==> config.mk <==
export PLATFORM = sky130hd
export DESIGN_NAME = irqmap_top
export DESIGN_NICKNAME = d
export VERILOG_FILES = /design/src/rtl/irqmap_pkg.sv /design/src/rtl/irqmap_regs.sv /design/src/rtl/irqmap_line_calc.sv /design/src/rtl/irqmap_gate.sv /design/src/rtl/irqmap_top.sv
export SDC_FILE = /design/constraint.sdc
export NUM_CORES = 1
export LEC_CHECK = 0
export BUFFER_PORTS_ARGS = -buffer_cell sky130_fd_sc_hd__buf_2
export CORE_ASPECT_RATIO = 1.75
export CORE_MARGIN = 2
export CORE_UTILIZATION = 53
export DETAILED_ROUTE_END_ITERATION = 6
export PLACE_DENSITY = 0.95
export SLEW_MARGIN = 5
export SYNTH_ARGS = -nofsm -noshare
export SYNTH_HDL_FRONTEND = slang
export SYNTH_SLANG_ARGS = --single-unit
export TNS_END_PERCENT = 20
==> constraint.sdc <==
create_clock -name clk -period 4.95 [get_ports clk]
set_clock_uncertainty 0.15 [all_clocks]
set_input_delay 0.7425 -clock clk [delete_from_list [all_inputs] [get_ports clk]]
set_output_delay 0.7425 -clock clk [all_outputs]
set_load 0.02 [all_outputs]
==> src/rtl/irqmap_pkg.sv <==
package irqmap_pkg;

  // Fixed routing code base placed in bits 30:0 of every mapping register.
  localparam logic [30:0] ROUTE_BASE = 31'h7C0;

  // Routing code of mapping register idx after reset.
  function automatic logic [30:0] route_code(input int unsigned idx);
    logic [30:0] code;
    code = ROUTE_BASE | 31'(idx << 2);
    return code;
  endfunction

endpackage

==> src/rtl/irqmap_regs.sv <==
module irqmap_regs
  import irqmap_pkg::*;
#(
  parameter int unsigned NUM_REGS = 8,
  parameter int unsigned ADDR_W   = 16,
  parameter int unsigned WIN_BASE = 'hC00
) (
  input  logic                clk,
  input  logic                rst,
  input  logic                bridge_rst,
  input  logic                cfg_wr,
  input  logic [ADDR_W-1:0]   cfg_addr,
  input  logic [31:0]         cfg_wdata,
  output logic [31:0]         cfg_rdata,
  output logic [NUM_REGS-1:0] en_o
);

  localparam int unsigned IDX_W = $clog2(NUM_REGS);
  localparam int unsigned OFF_W = IDX_W + 3;
  localparam logic [ADDR_W-1:0] BASE_V = ADDR_W'(WIN_BASE);

  logic [NUM_REGS-1:0] en_q;
  logic                win_hit;
  logic                reg_sel;
  logic                wr_hit;
  logic [IDX_W-1:0]    idx;

  assign win_hit = (cfg_addr[ADDR_W-1:OFF_W] == BASE_V[ADDR_W-1:OFF_W]);
  assign reg_sel = win_hit & cfg_addr[2];
  assign idx     = cfg_addr[OFF_W-1:3];
  assign wr_hit  = cfg_wr & reg_sel;

  // Only the enable bit is stored; the routing code is a constant per index.
  always_ff @(posedge clk) begin
    if (rst) begin
      en_q <= '0;
    end else if (bridge_rst) begin
      en_q <= '0;                       // bridge reset beats a write
    end else if (wr_hit) begin
      en_q[idx] <= cfg_wdata[31];
    end
  end

  always_comb begin
    cfg_rdata = '0;
    if (reg_sel) begin
      cfg_rdata = {en_q[idx], route_code(int'(idx))};
    end
  end

  assign en_o = en_q;

  a_r4_bridge_clears: assert property (@(posedge clk) disable iff (rst)
    bridge_rst |=> (en_q == '0));

  a_r2_enable_held: assert property (@(posedge clk) disable iff (rst)
    (!wr_hit && !bridge_rst) |=> $stable(en_q));

  a_r3_gap_reads_zero: assert property (@(posedge clk) disable iff (rst)
    !cfg_addr[2] |-> (cfg_rdata == '0));

endmodule

==> src/rtl/irqmap_line_calc.sv <==
module irqmap_line_calc #(
  parameter int unsigned DEVFN_W   = 8,
  parameter int unsigned PIN_W     = 5,
  parameter int unsigned NUM_LINES = 32,
  parameter int unsigned LINE_W    = 6
) (
  input  logic               sec,
  input  logic [DEVFN_W-1:0] devfn,
  input  logic [PIN_W-1:0]   pin,
  output logic [LINE_W-1:0]  line,
  output logic               in_range
);

  // Primary-bus sources with devfn bit 0 set land in the upper half.
  localparam int unsigned PRI_OFS = NUM_LINES / 2;

  logic [LINE_W-1:0] pri_line;
  logic [LINE_W-1:0] sec_line;
  logic [LINE_W-1:0] slot_base;

  assign slot_base = LINE_W'({devfn[4:3], 2'b00});
  assign pri_line  = LINE_W'(pin) + (devfn[0] ? LINE_W'(PRI_OFS) : '0);
  assign sec_line  = slot_base + LINE_W'(pin);
  assign line      = sec ? sec_line : pri_line;
  assign in_range  = (line < LINE_W'(NUM_LINES));

endmodule

==> src/rtl/irqmap_gate.sv <==
module irqmap_gate #(
  parameter int unsigned NUM_LINES     = 32,
  parameter int unsigned LINES_PER_REG = 4,
  parameter int unsigned NUM_REGS      = 8,
  parameter int unsigned LINE_W        = 6
) (
  input  logic                 clk,
  input  logic                 rst,
  input  logic                 upd_valid,
  input  logic [LINE_W-1:0]    upd_line,
  input  logic                 upd_in_range,
  input  logic                 upd_level,
  input  logic [NUM_REGS-1:0]  en,
  output logic [NUM_LINES-1:0] irq_out
);

  logic [NUM_LINES-1:0] lvl_q;
  logic [NUM_LINES-1:0] out_q;

  for (genvar n = 0; n < NUM_LINES; n++) begin : g_line
    localparam int unsigned OWNER = n / LINES_PER_REG;
    logic hit;

    assign hit = upd_valid & upd_in_range & (upd_line == LINE_W'(n));

    always_ff @(posedge clk) begin
      if (rst) begin
        lvl_q[n] <= 1'b0;
        out_q[n] <= 1'b0;
      end else begin
        if (hit) lvl_q[n] <= upd_level;
        out_q[n] <= lvl_q[n] & en[OWNER];
      end
    end

    a_r5_gated_by_owner: assert property (@(posedge clk) disable iff (rst)
      out_q[n] |-> ($past(en[OWNER]) && $past(lvl_q[n])));
  end

  assign irq_out = out_q;

  a_r8_far_line_dropped: assert property (@(posedge clk) disable iff (rst)
    (upd_valid && !upd_in_range) |=> $stable(lvl_q));

endmodule

==> src/rtl/irqmap_top.sv <==
module irqmap_top #(
  parameter int unsigned NUM_REGS      = 8,
  parameter int unsigned LINES_PER_REG = 4,
  parameter int unsigned ADDR_W        = 16,
  parameter int unsigned WIN_BASE      = 'hC00,
  parameter int unsigned DEVFN_W       = 8,
  parameter int unsigned PIN_W         = 5
) (
  input  logic                              clk,
  input  logic                              rst,
  input  logic                              bridge_rst,
  input  logic                              cfg_wr,
  input  logic [ADDR_W-1:0]                 cfg_addr,
  input  logic [31:0]                       cfg_wdata,
  output logic [31:0]                       cfg_rdata,
  input  logic                              src_valid,
  output logic                              src_ready,
  input  logic                              src_sec,
  input  logic [DEVFN_W-1:0]                src_devfn,
  input  logic [PIN_W-1:0]                  src_pin,
  input  logic                              src_level,
  output logic [NUM_REGS*LINES_PER_REG-1:0] irq_out
);

  localparam int unsigned NUM_LINES = NUM_REGS * LINES_PER_REG;
  localparam int unsigned LN_W      = $clog2(NUM_LINES);
  localparam int unsigned LINE_W    = ((PIN_W > LN_W) ? PIN_W : LN_W) + 1;

  logic [NUM_REGS-1:0] en;
  logic [LINE_W-1:0]   line;
  logic                in_range;

  // the update stream never back-pressures.
  assign src_ready = 1'b1;

  irqmap_regs #(
    .NUM_REGS (NUM_REGS),
    .ADDR_W   (ADDR_W),
    .WIN_BASE (WIN_BASE)
  ) u_regs (
    .clk        (clk),
    .rst        (rst),
    .bridge_rst (bridge_rst),
    .cfg_wr     (cfg_wr),
    .cfg_addr   (cfg_addr),
    .cfg_wdata  (cfg_wdata),
    .cfg_rdata  (cfg_rdata),
    .en_o       (en)
  );

  irqmap_line_calc #(
    .DEVFN_W   (DEVFN_W),
    .PIN_W     (PIN_W),
    .NUM_LINES (NUM_LINES),
    .LINE_W    (LINE_W)
  ) u_calc (
    .sec      (src_sec),
    .devfn    (src_devfn),
    .pin      (src_pin),
    .line     (line),
    .in_range (in_range)
  );

  irqmap_gate #(
    .NUM_LINES     (NUM_LINES),
    .LINES_PER_REG (LINES_PER_REG),
    .NUM_REGS      (NUM_REGS),
    .LINE_W        (LINE_W)
  ) u_gate (
    .clk          (clk),
    .rst          (rst),
    .upd_valid    (src_valid),
    .upd_line     (line),
    .upd_in_range (in_range),
    .upd_level    (src_level),
    .en           (en),
    .irq_out      (irq_out)
  );

  a_r1_quiet_after_reset: assert property (@(posedge clk)
    rst |=> (irq_out == '0));

endmodule

* After elaboration in Yosys (flattened, before gate mapping) *
Index checks and enable logic that the tools add are counted.
W data, S select, Z words.

word-level totals
  flip-flop bits (word level) = 72
  output and inout port bits = 65
  logic and storage cells = 180

cells by class
  add/sub/neg operators = 2
  $lt $le $gt $ge = 3
  eq/ne operators = 32
  mux-type cells = 8
  bitwise logic cells = 67
  reductions and logical operators = 3

operators with widths
  operator               count
  $eq A6 B5 Y1 const B   16
  $and A1 B1 Y1          67
  $eq A6 B4 Y1 const B   8
  $mux W32               1
  $eq A6 B3 Y1 const B   4
  $eq A6 B2 Y1 const B   2
  $eq A10 B6 Y1 const B  1
  $bwmux W8              1
  $add A4 B5 Y6          1
  $add A5 B6 Y6          1
  $eq A6 B1 Y1 const B   1
  $logic_not A6 Y1       1
  $lt A6 B6 Y1 const B   1
  $mux W6                1
  $mux W5                1
  $lt A3 B4 Y1 const B   1
  $bmux W1 S3            1
  $demux W1 S3           1
  $ge A3 B1 Y1 const B   1
  $mux W1                2
  $reduce_or A2 Y1       1
  $logic_and A1 B1 Y1    1

* Depth between registers and ports, before layout *
Gate-level depths: netlist of the first run.

  word-level depth = 6
  depth in mapped cells = 6
  depth with buffers taken out = 5

* Hierarchy *
From an unflattened synthesis of the first run, not the netlist that was laid out.

second synthesis, totals
  cells, all modules = 337
  area, all modules = 3373.2 um2

by module, submodules not included
  module            times used  cells an instance  area each (um2)  seq. area each (um2)
  irqmap_gate       1           228                2404.8           1281.2
  irqmap_regs       1           90                 798.3            160.2
  irqmap_line_calc  1           17                 158.9            0.0
  irqmap_top        1           2                  11.3             0.0

* Worst setup path after synthesis of the first run *
Ideal clock, no wire load.

  kind = input port to output port
  start = input cfg_addr[14]
  end = output cfg_rdata[31]
  data arrival time = 1.857 ns
  data required time = 4.058 ns
  path slack = 2.200 ns
  cell stages on the path = 4
  path through = nor4_4 > and3_1 > buf_6 > nor2b_1

on the way
  word-level cells in the longest chain between the ends = 3

ends and longest elaborated chain
  element                   line               source
  start, declared           irqmap_top.sv:13   input logic [ADDR_W-1:0] cfg_addr,
  $eq A10 B6 Y1             irqmap_regs.sv:28  assign win_hit = (cfg_addr[ADDR_W-1:OFF_W] == BASE_V[ADDR_W-1:OFF_W]);
  $and A1 B1 Y1             irqmap_regs.sv:29  assign reg_sel = win_hit & cfg_addr[2];
  named net u_regs.reg_sel  irqmap_regs.sv:24  logic reg_sel;
  $mux W32                  irqmap_regs.sv:46  if (reg_sel) begin
  end, declared             irqmap_top.sv:15   output logic [31:0] cfg_rdata,

The timed path passes the listed nets, and every way through them passes these cells.

* Final worst setup path of the first run *
  start = input cfg_addr[13]
  end = output cfg_rdata[2]

on the way
  word-level cells in the longest chain between the ends = 3

ends and longest elaborated chain
  element        line
  $eq A10 B6 Y1  irqmap_regs.sv:28
  $and A1 B1 Y1  irqmap_regs.sv:29
  $mux W32       irqmap_regs.sv:46

Every way passes these cells.

==> metrics.md, run 1 <==
| Metric | Value |
|---|---|
| Most used routing layer | `met2` |
| Sw Pwr | `310 µW` |
| CTS root buf | `clkbuf_16` |
| Kind of critical path | `primary input to output port` |
| CP Launch Type | `primary input` |
| Global-route wire length before repair | `11.0 mm` |
| DR WL/cell | `14.9 µm` |
| GR Overflow Total | `0` |
| DRC | `0` |
| Post-synth top cells | `72 x dfxtp_1, 38 x mux2i_1, 35 x and2_1, 35 x nand2b_1, 31 x nand4_1` |
| Top-area cell type share of the netlist area | `0.411` |
| Ys async rst share | `0` |
| Synth Register Bits | `72` |
| Cell Rows | `39` |
| Vias in the first global route | `2429` |
| Routing usage on met2 | `0.354` |
| Ys Warns | `0` |
| Util after Layout | `0.620` |
| Worst-margin pin slew | `1.15 ns` |
| Total Wirelength | `7.06 mm` |
| Met1 usage | `0.199` |
| Power Internal | `1090 µW` |
| Critical path required time | `4.06 ns` |
| Design Area, Final | `4020 µm²` |
| Final hold violation count | `0` |
| LEAKAGE | `0.00192 µW` |
| Via count | `2551` |
| Slowest stage delay, CP | `0.49 ns` |
| Clk slew on worst S/H paths | `0.06 ns` |
| Cell variety after synth | `38` |
| Top cells by area, synth | `dfxtp_1 41%, mux2i_1 11%, buf_4 6.4%` |
| Most common cell on crit path | `buf_2` |
| CORE AREA | `6490 µm²` |
| Nature of the critical path endpoint | `output port` |
| Post-CTS Resized | `0` |
| Worst min-delay path category | `register to register` |
| Die H | `112 µm` |
| Routed Antenna Nets | `0` |
| Nets@finish | `459` |
| Slew Limit Fails | `0` |
| Placer congestion estimate | `0.835` |
| Initial antenna violation count | `0` |
| Placed cell area | `3690 µm²` |
| Top FF cell, synth | `dfxtp_1` |
| Register area share after synthesis | `0.411` |
| Initial DRC count | `97` |
| Clock latency on the worst-skew pair | `0.33 ns` |
| Share of layout cells above drive strength 1 | `0.278` |
| Syn_area_per_cell | `10.5 µm²` |
| Crit path time final | `3.09 ns` |
| Most common cell in the netlist | `dfxtp_1` |
| Number of flops mapped to enable cells by yosys | `0` |
| Relative slew slack | `0.234` |
| Clock sinks | `72` |
| Largest net degree at the start of global routing | `43` |
| Crit path max fanout | `12` |
| Cell family with most CP delay | `simple AND/OR/NAND/NOR gates` |
| Switching Share | `0.222` |
| Synth-to-Final Area Change | `14.6%` |
| Final setup TNS | `0 ns` |
| Bufs on Longest Clock Path | `2` |
| Flop pwr share | `0.418` |
| Setup WS post-layout | `1.86 ns` |
| CTS tree | `built` |
| Endpoints failing setup | `0` |
| Global Route Usage Sum | `0.198` |
| Max cap viols | `0` |
| Drt pass-1 iters | `4` |
| IO Pins | `133` |
| Worst path slowest cell | `nor4b_4` |
| Fmax | `323 MHz` |
| Initial Utilization | `0.541` |
| Combined buffer and inverter count along the critical path | `2` |
| Area of the die | `7310 µm²` |
| RSZ-0062 raised after global routing | `false` |
| Status | `complete, no violations` |
| DP HPWL | `5.02 mm` |
| Met3 Use GR | `0.0394` |
| VDD IR max | `222 µV` |
| H-tree level count | `3` |
| Syn Std Cell Area | `3510 µm²` |
| Pre-CTS WS | `1.86 ns` |
| Worst Path Arrival | `2.20 ns` |
| Crit-path cells | `buf_2, nor4b_4, and3_1, and2_1, buf_2` |
| Final total power | `1400 µW` |
| Post-synthesis cell count | `335` |
| Post-DR vias/cell | `5.38` |
| Ant diodes | `0` |
| Post-CTS Hold Fix Bufs | `0` |
| IO Port Bufs | `70` |
| Cts bufs inserted | `9` |
| Area leader, netlist | `dfxtp_1` |
| Die W | `65.5 µm` |
| Setup repair bufs after CTS | `0` |
| Power Density | `347 nW/µm²` |
| Crit share post-route | `0.625` |
| Clock power frac | `0.499` |
| Combinational share of power | `0.083` |
[flip-flops by register name, indices dropped and copies added, names as in the netlist]
name            cells
u_gate.irq_out     32
u_gate.lvl_q       32
u_regs.en_o         8
[cell type report]
| cell class | instances | area [µm²] |
|---|---|---|
| Fill cell | 539 | 2470 |
| Multi-Input combinational cell | 231 | 1780 |
| Sequential cell | 72 | 1440 |
| Timing Repair Buffer | 70 | 350 |
| Clock buffer | 11 | 253 |
| Tap cell | 82 | 103 |
| Clock inverter | 5 | 78.8 |
| Inverter | 3 | 11.3 |
[cells by family (layout without fill, tap and decap cells)]
family | count (synthesis) | count (layout) | share of synthesized area
and+or+nand+nor | 150 | 150 | 0.290
DFF | 72 | 72 | 0.411
buffers and inverters | 54 | 89 | 0.104
muxes | 40 | 40 | 0.121
AOI/OAI and AO/OA | 12 | 12 | 0.0524
adders and majority gates | 4 | 4 | 0.0143
other | 2 | 24 | 0.00214
xor gates and xnor gates | 1 | 1 | 0.00464
[power by group through the flow]
stage | sequential, µW | clock [µW] | combinational, µW
2_1_floorplan | 595 | 0 | 106
6_report | 583 | 696 | 116
3_3_place_gp | 595 | 0 | 110
3_5_place_dp | 595 | 0 | 114
5_1_grt | 583 | 728 | 124
4_1_cts | 583 | 707 | 115
[layout by cell type (no fill, tap or decap), types with 2 or more instances in the layout]
master	instances
a21oi_2	3
a31oi_4	2
a32o_2	2
and2_1	35
and3_1	2
and3b_1	2
and4b_1	3
buf_2	70
bufinv_16	2
clkbuf_16	9
clkbuf_8	2
clkinv_2	2
conb_1	24
dfxtp_1	72
ha_1	4
inv_1	3
mux2i_1	38
mux4_2	2
nand2_1	4
nand2b_1	35
nand3_2	3
nand4_1	31
nand4b_1	8
nor2_1	6
nor2b_1	11
nor4bb_1	3
o2bb2ai_2	2
[final timing paths]
kind	startpoint	endpoint	slack (ns)	cells past startpoint
hold / removal	u_gate.lvl_q[23]	u_gate.irq_out[23]	0.31	1
setup / recovery	cfg_addr[13]	cfg_rdata[2]	1.86	5
hold reg to reg	u_gate.lvl_q[23]	u_gate.irq_out[23]	0.31	1
setup reg to reg	u_regs.en_o[0]	u_gate.irq_out[3]	3.89	2
[metrics by stage]
stage                     instances  hold slack, ns
after floorplan                 357           0.281
after global routing            474           0.324
after global placement          458           0.290
final                           474           0.307
after CTS                       474           0.312
after detailed placement        458           0.294
[layer usage]
metal  share of wire  vias to the layer above  wire length, µm
met5               0                        -                0
met4           0.040                        0              282
met3           0.052                       19              367
met2            0.54                      112             3810
met1            0.37                     1200             2600
li1                -                     1220                -
Note: power is estimated with default switching activity, not from simulation.
==> run 2, diff against run 1 <==
--- a/config.mk
+++ b/config.mk
@@ -8,9 +8,9 @@
 export BUFFER_PORTS_ARGS = -buffer_cell sky130_fd_sc_hd__buf_2
 export CORE_ASPECT_RATIO = 1.75
 export CORE_MARGIN = 2
-export CORE_UTILIZATION = 53
+export CORE_UTILIZATION = 44
 export DETAILED_ROUTE_END_ITERATION = 6
-export PLACE_DENSITY = 0.95
+export PLACE_DENSITY = 0.86
 export SLEW_MARGIN = 5
 export SYNTH_ARGS = -nofsm -noshare
 export SYNTH_HDL_FRONTEND = slang
==> constraint.sdc (replaced) <==
create_clock -name clk -period 2.7 [get_ports clk]
set_clock_uncertainty 0.15 [all_clocks]
set_input_delay 0.405 -clock clk [delete_from_list [all_inputs] [get_ports clk]]
set_output_delay 0.405 -clock clk [all_outputs]
set_load 0.02 [all_outputs]
==> run 2 against run 1 <==
Against the previous run: combinational power is 84% higher; core utilization is 11 points lower; clock power is 58% higher; count of clock-buffer cells in the layout is 1 higher; register-to-register slack worse by 2.3 ns; global-route usage is 3.6 points lower; critical path type unchanged; critical endpoint is now cfg_rdata[31]; largest cell class unchanged; largest power group unchanged; highest routed layer unchanged.
==> metrics.md, run 2 (same netlist as run 1, synthesis figures left out) <==
| Metric | Value |
|---|---|
| Worst min-delay path category | `primary input to register` |
| Clock latency on the worst-skew pair | `0.33 ns (about the same)` |
| Slew Limit Fails | `0 (unchanged)` |
| Via count | `2512 (-1.5%)` |
| Global-route wire length before repair | `10.9 mm (-0.37%)` |
| Final hold violation count | `0 (unchanged)` |
| Synth-to-Final Area Change | `14.4%` |
| Initial antenna violation count | `0 (unchanged)` |
| Initial Utilization | `0.447 (-0.0940)` |
| Non-Filler Instances | `486 (+2.5%)` |
| Placed cell area | `3730 µm² (+1.1%)` |
| Post-CTS Resized | `0 (unchanged)` |
| Bufs on Longest Clock Path | `2 (unchanged)` |
| DP HPWL | `4.95 mm (-1.4%)` |
| Setup repair bufs after CTS | `0 (unchanged)` |
| Die W | `71.5 µm (+9.2%)` |
| Fmax | `447 MHz` |
| Die H | `122 µm (+9.4%)` |
| Drt pass-1 iters | `4 (unchanged)` |
| Crit path max fanout | `12 (unchanged)` |
| GR Overflow Total | `0 (unchanged)` |
| Crit-path cells | `buf_2, and3b_1, and3_1, nor2b_1, buf_2` |
| Cts bufs inserted | `9 (unchanged)` |
| Clk slew on worst S/H paths | `0.06 ns (about the same)` |
| Post-DR vias/cell | `5.17 (-4.0%)` |
| CORE AREA | `7860 µm² (+21%)` |
| Final setup TNS | `0 ns (unchanged)` |
| Area of the die | `8730 µm² (+19%)` |
| Slowest stage delay, CP | `0.45 ns (-0.04 ns)` |
| DRC | `0 (unchanged)` |
| Routed Antenna Nets | `0 (unchanged)` |
| Crit path time final | `2.24 ns` |
| RSZ-0062 raised after global routing | `false` |
| Clock sinks | `72 (unchanged)` |
| CTS tree | `built` |
| CTS root buf | `clkbuf_16` |
| Final total power | `2380 µW (+71%)` |
| Nature of the critical path endpoint | `output port` |
| Most common cell on crit path | `buf_2` |
| Power Density | `593 nW/µm² (+71%)` |
| Initial DRC count | `126 (+30%)` |
| Dpl cells | `470 (+2.6%)` |
| Nets@finish | `463 (+0.87%)` |
| Most frequent cells in the layout | `72 x dfxtp_1, 70 x buf_2, 38 x mux2i_1` |
| Vias in the first global route | `2367 (-2.6%)` |
| H-tree level count | `3 (unchanged)` |
| IO Pins | `133 (unchanged)` |
| Largest net degree at the start of global routing | `33 (-23%)` |
| Max cap viols | `0 (unchanged)` |
| Cell Rows | `43 (+10%)` |
| IO Port Bufs | `70 (unchanged)` |
| Worst Path Arrival | `1.68 ns (-0.52 ns)` |
| Kind of critical path | `primary input to output port` |
| R2R Setup Slk | `1.60 ns (-2.29 ns)` |
| Worst path slowest cell | `and3_1` |
| Worst-margin pin slew | `0.578 ns (-0.571 ns)` |
| CP Launch Type | `primary input` |
| Crit share post-route | `0.828` |
| Critical path required time | `2.14 ns (-1.92 ns)` |
| Relative slew slack | `0.615 (+0.380)` |
| Total Wirelength | `6.68 mm (-5.3%)` |
| Global Route Usage Sum | `0.162 (-0.0357)` |
| VDD IR max | `331 µV (+49%)` |
| Post-CTS Hold Fix Bufs | `0 (unchanged)` |
| Placer congestion estimate | `0.799 (-4.3%)` |
| Endpoints failing setup | `0 (unchanged)` |
| Design Area, Final | `4020 µm² (-0.16%)` |
| Commonest non-fill, non-tap cell in the layout | `dfxtp_1` |
| DR WL/cell | `13.8 µm (-7.7%)` |
| Share of layout cells above drive strength 1 | `0.283 (+0.00477)` |
| LEAKAGE | `0.00191 µW (-0.56%)` |
| Ant diodes | `0 (unchanged)` |
| Status | `complete, no violations` |
==> run 2: cell types whose count changed in the layout (fill, tap and decap cells not counted) <==
| cell | delta |
|---|---|
| bufinv_16 | -2 |
| clkinvlp_4 | +2 |
| clkinv_2 | -1 |
| buf_4 | +4 |
| clkbuf_1 | +1 |
==> run 2: metrics by stage <==
| stage | util | hold WS (ns) | setup slack (ns) |
|---|---|---|---|
| 3_3_place_gp | 0.475 | 0.291 | 0.489 |
| 4_1_cts | 0.511 | 0.249 | 0.471 |
| 6_report | 0.511 | 0.252 | 0.464 |
| 5_1_grt | 0.511 | 0.268 | 0.301 |
| 3_5_place_dp | 0.475 | 0.295 | 0.447 |
| 2_1_floorplan | - | 0.281 | 0.625 |
==> run 2: report_power, final <==
group | switching, µW | internal, µW | leakage [µW]
Combinational | 144 | 69.7 | 0.00120
Clock | 429 | 671 | 0.000135
Sequential | 1.71 | 1070 | 0.000580
Total | 575 | 1810 | 0.00191
==> run 2: path summary, 6_finish.rpt <==
| kind | start | to | cells after the start |
|---|---|---|---|
| setup / recovery | cfg_addr[7] | cfg_rdata[31] | 5 |
| hold reg to reg | u_gate.lvl_q[21] | u_gate.irq_out[21] | 1 |
| setup reg to reg | u_regs.en_o[7] | u_gate.irq_out[30] | 2 |
| hold / removal | cfg_wdata[31] | u_regs.en_o[5] | 3 |
==> run 2: area by class of cell <==
type	count	area [µm²]
Sequential cell	72	1440
Timing Repair Buffer	74	380
Clock buffer	12	256
Clock inverter	4	28.8
Tap cell	90	113
Multi-Input combinational cell	231	1780
Inverter	3	11.3
Fill cell	703	3840
==> run 2: critical path, delay by kind of cell <==
kind          cells  cell delay (ns)
simple gates      3             1.01
buf+inv           2             0.26
==> run 2: per-layer routing <==
metal	track usage	wire length, µm	vias to the layer above
li1	-	-	1227
met1	0.172	2510	1164
met2	0.291	3530	107
met3	0.0405	424	14
met4	0.0849	209	0
met5	0	0	-
==> run 3, diff against run 2 <==
--- a/config.mk
+++ b/config.mk
@@ -5,12 +5,13 @@
 export SDC_FILE = /design/constraint.sdc
 export NUM_CORES = 1
 export LEC_CHECK = 0
+export ABC_AREA = 1
 export BUFFER_PORTS_ARGS = -buffer_cell sky130_fd_sc_hd__buf_2
 export CORE_ASPECT_RATIO = 1.75
 export CORE_MARGIN = 2
-export CORE_UTILIZATION = 44
+export CORE_UTILIZATION = 49
 export DETAILED_ROUTE_END_ITERATION = 6
-export PLACE_DENSITY = 0.86
+export PLACE_DENSITY = 0.9
 export SLEW_MARGIN = 5
 export SYNTH_ARGS = -nofsm -noshare
 export SYNTH_HDL_FRONTEND = slang
==> constraint.sdc (replaced) <==
create_clock -name clk -period 2.21 [get_ports clk]
set_clock_uncertainty 0.15 [all_clocks]
set_input_delay 0.3315 -clock clk [delete_from_list [all_inputs] [get_ports clk]]
set_output_delay 0.3315 -clock clk [all_outputs]
set_load 0.02 [all_outputs]
==> run 3 against run 2 <==
Against the previous run: worst setup slack lost 0.20 ns; combinational power increased by 57%; hold slack worse by 0.047 ns; highest routed layer unchanged.
==> metrics.md, run 3 <==
| Metric | Value |
|---|---|
| Worst min-delay path category | `primary input to register` |
| Relative slew slack | `0.596 (-0.0191)` |
| VDD IR max | `446 µV (+35%)` |
| Ant diodes | `0 (unchanged)` |
| Drt pass-1 iters | `4 (unchanged)` |
| Vias in the first global route | `3010 (+27%)` |
| Largest net degree at the start of global routing | `35 (+6.1%)` |
| Most used routing layer | `met2` |
| Post-synth top cells | `102 x nor2_1, 81 x nand2_1, 72 x dfxtp_1` |
| Nature of the critical path endpoint | `output port` |
| Slew Limit Fails | `0 (unchanged)` |
| Routed Antenna Nets | `0 (unchanged)` |
| Setup repair bufs after CTS | `0 (unchanged)` |
| Ys Warns | `0 (unchanged)` |
| Number of flops mapped to enable cells by yosys | `0 (unchanged)` |
| Via count | `3245 (+29%)` |
| Nets@finish | `613 (+32%)` |
| Post-synthesis cell count | `482 (+44%)` |
| Worst Hold End | `u_regs.en_o[0]` |
| Ys async rst share | `0 (unchanged)` |
| Post-DR vias/cell | `5.13 (-0.66%)` |
| Crit path time final | `1.95 ns` |
| DR WL/cell | `12.1 µm (-12%)` |
| Final hold violation count | `0 (unchanged)` |
| Cts bufs inserted | `9 (unchanged)` |
| Cell Rows | `41 (-4.7%)` |
| Top-area cell type share of the netlist area | `0.407 (-0.00406)` |
| Final setup TNS | `0 ns (unchanged)` |
| Initial DRC count | `158 (+25%)` |
| GR Overflow Total | `0 (unchanged)` |
| Syn Std Cell Area | `3540 µm² (+1.0%)` |
| Area of the die | `7960 µm² (-8.9%)` |
| Total Wirelength | `7.62 mm (+14%)` |
| DP HPWL | `5.52 mm (+12%)` |
| Global-route wire length before repair | `12.5 mm (+14%)` |
| Max cap viols | `0 (unchanged)` |
| Die W | `68.3 µm (-4.5%)` |
| Fmax | `513 MHz` |
| Bufs on Longest Clock Path | `2 (unchanged)` |
| Worst-margin pin slew | `0.607 ns (+0.0286 ns)` |
| CTS tree | `built` |
| Power Density | `794 nW/µm² (+34%)` |
| Worst Path Arrival | `1.47 ns (-0.21 ns)` |
| Global Route Usage Sum | `0.204 (+0.0417)` |
| Clock sinks | `72 (unchanged)` |
| Initial Utilization | `0.497 (+0.0503)` |
| CP Launch Type | `register` |
| Kind of critical path | `register to output port` |
| Share of layout cells above drive strength 1 | `0.214 (-0.0685)` |
| HP Start | `cfg_addr[15]` |
| Placer congestion estimate | `0.820 (+2.6%)` |
| Most frequent cells in the layout | `102 x nor2_1, 81 x nand2_1, 72 x dfxtp_1` |
| Top cells by area, synth | `dfxtp_1 41%, nor2_1 11%, nand2_1 8.6%` |
| CTS root buf | `clkbuf_16` |
| CORE AREA | `7130 µm² (-9.2%)` |
| RSZ-0062 raised after global routing | `false` |
| Clock latency on the worst-skew pair | `0.33 ns (about the same)` |
| Synth-to-Final Area Change | `16.8%` |
| Post-CTS Resized | `0 (unchanged)` |
| IO Port Bufs | `70 (unchanged)` |
| Fill cells | `619 (-12%)` |
| Endpoints failing setup | `0 (unchanged)` |
| Met3 Use GR | `0.0260 (-0.0145)` |
| R2R Setup Slk | `1.28 ns (-0.32 ns)` |
| LEAKAGE | `0.00191 µW (about the same)` |
| Critical path required time | `1.73 ns (-0.41 ns)` |
| Routing usage on met2 | `0.373 (+0.0830)` |
| Cell variety after synth | `29 (-24%)` |
| R2r startpoint | `u_regs.en_o[1]` |
| Post-CTS Hold Fix Bufs | `0 (unchanged)` |
| Hold_ws | `0.205 ns (-0.0470 ns)` |
| Top FF cell, synth | `dfxtp_1` |
| IO Pins | `133 (unchanged)` |
| Hold Path Stages | `4 (+1)` |
| Clk slew on worst S/H paths | `0.05 ns (about the same)` |
| Worst reg2reg path endpoint | `u_regs.en_o[1]` |
| Crit share post-route | `0.882` |
| Status | `complete, no violations` |
| Most common cell in the netlist | `nor2_1` |
| Commonest non-fill, non-tap cell in the layout | `nor2_1` |
| Die H | `117 µm (-4.6%)` |
| Worst reg-to-reg path cell count | `2 (unchanged)` |
| Synth Register Bits | `72 (unchanged)` |
| Area leader, netlist | `dfxtp_1` |
| Syn_area_per_cell | `7.35 µm² (-30%)` |
| Crit. Startpoint | `u_regs.en_o[0]` |
| DRC | `0 (unchanged)` |
| Met1 usage | `0.211 (+0.0388)` |
| H-tree level count | `3 (unchanged)` |
| Initial antenna violation count | `0 (unchanged)` |
| Crit path max fanout | `5 (-7)` |
| Register area share after synthesis | `0.407 (-0.00406)` |
==> run 3: cell types whose count changed after synthesis, sizes merged, moves of 8 or more <==
cell    change
mux2i      -38
nor3        +8
nand2b     -36
nand3      +39
nor2      +107
a21oi      +31
inv        +25
nand2      +84
and2       -35
o21ai       +9
clkbuf      -8
nand4b      -8
nor2b      -11
==> run 3: critical path: stages, from the launching register on <==
cell and delay [ns]:
dfxtp_1 0.40, inv_1 0.08, nand2_1 0.09, o21ai_0 0.10
nor2_1 0.11, nand2_1 0.07, nor3_2 0.11, buf_2 0.19
==> run 3: layout make-up <==
cell class                 count  area, µm²  area share
clock buffer                  10        229      0.0553
sequential                    72       1440       0.348
clock inverter                 6        115      0.0278
timing repair buffer          76        420       0.102
multi-input combinational    353       1710       0.414
inverter                      29        113      0.0272
tap                           86        108      0.0260
==> run 3: metrics by stage <==
stage / cells / worst slack (ns) / total power (µW) / util / cell area (µm²)
4_1_cts: 632 / 0.246 / 3290 / 0.581 / 4140
3_5_place_dp: 616 / 0.158 / 1670 / 0.532 / 3800
3_3_place_gp: 616 / 0.216 / 1650 / 0.532 / 3800
5_1_grt: 632 / 0.142 / 3380 / 0.581 / 4140
2_1_floorplan: 504 / 0.320 / 1630 / - / 3630
6_report: 632 / 0.260 / 3290 / 0.581 / 4140
==> run 3: worst max-delay path by stage <==
stage,endpoint,slack [ns],cells past startpoint
final,cfg_rdata[31],0.26,7
after global routing,cfg_rdata[31],0.14,7
after CTS,cfg_rdata[31],0.25,7
after detailed placement,u_gate.lvl_q[15],0.16,11
after global placement,u_gate.lvl_q[13],0.22,11
after floorplan,cfg_rdata[31],0.32,6
==> run 3: per-layer routing <==
| metal | part of all wire | up-vias |
|---|---|---|
| met2 | 0.53 | 126 |
| li1 | - | 1629 |
| met3 | 0.054 | 20 |
| met5 | 0 | - |
| met4 | 0.035 | 0 |
| met1 | 0.38 | 1470 |
==> run 3: kinds of logic (layout without fill, tap and decap cells) <==
| kind of cell | count (synthesis) | count (layout) | synth area share |
|---|---|---|---|
| and+or+nand+nor | 279 | 279 | 0.375 |
| buffers and inverters | 79 | 121 | 0.133 |
| DFF | 72 | 72 | 0.407 |
| AOI/OAI and AO/OA | 46 | 46 | 0.0692 |
| adders and majority gates | 4 | 4 | 0.0141 |
| other | 2 | 24 | 0.00212 |
==> run 3: where the power goes <==
group / switching, µW / internal [µW]
registers: 4.42 / 1310
clock network: 534 / 1110
logic: 240 / 94.1
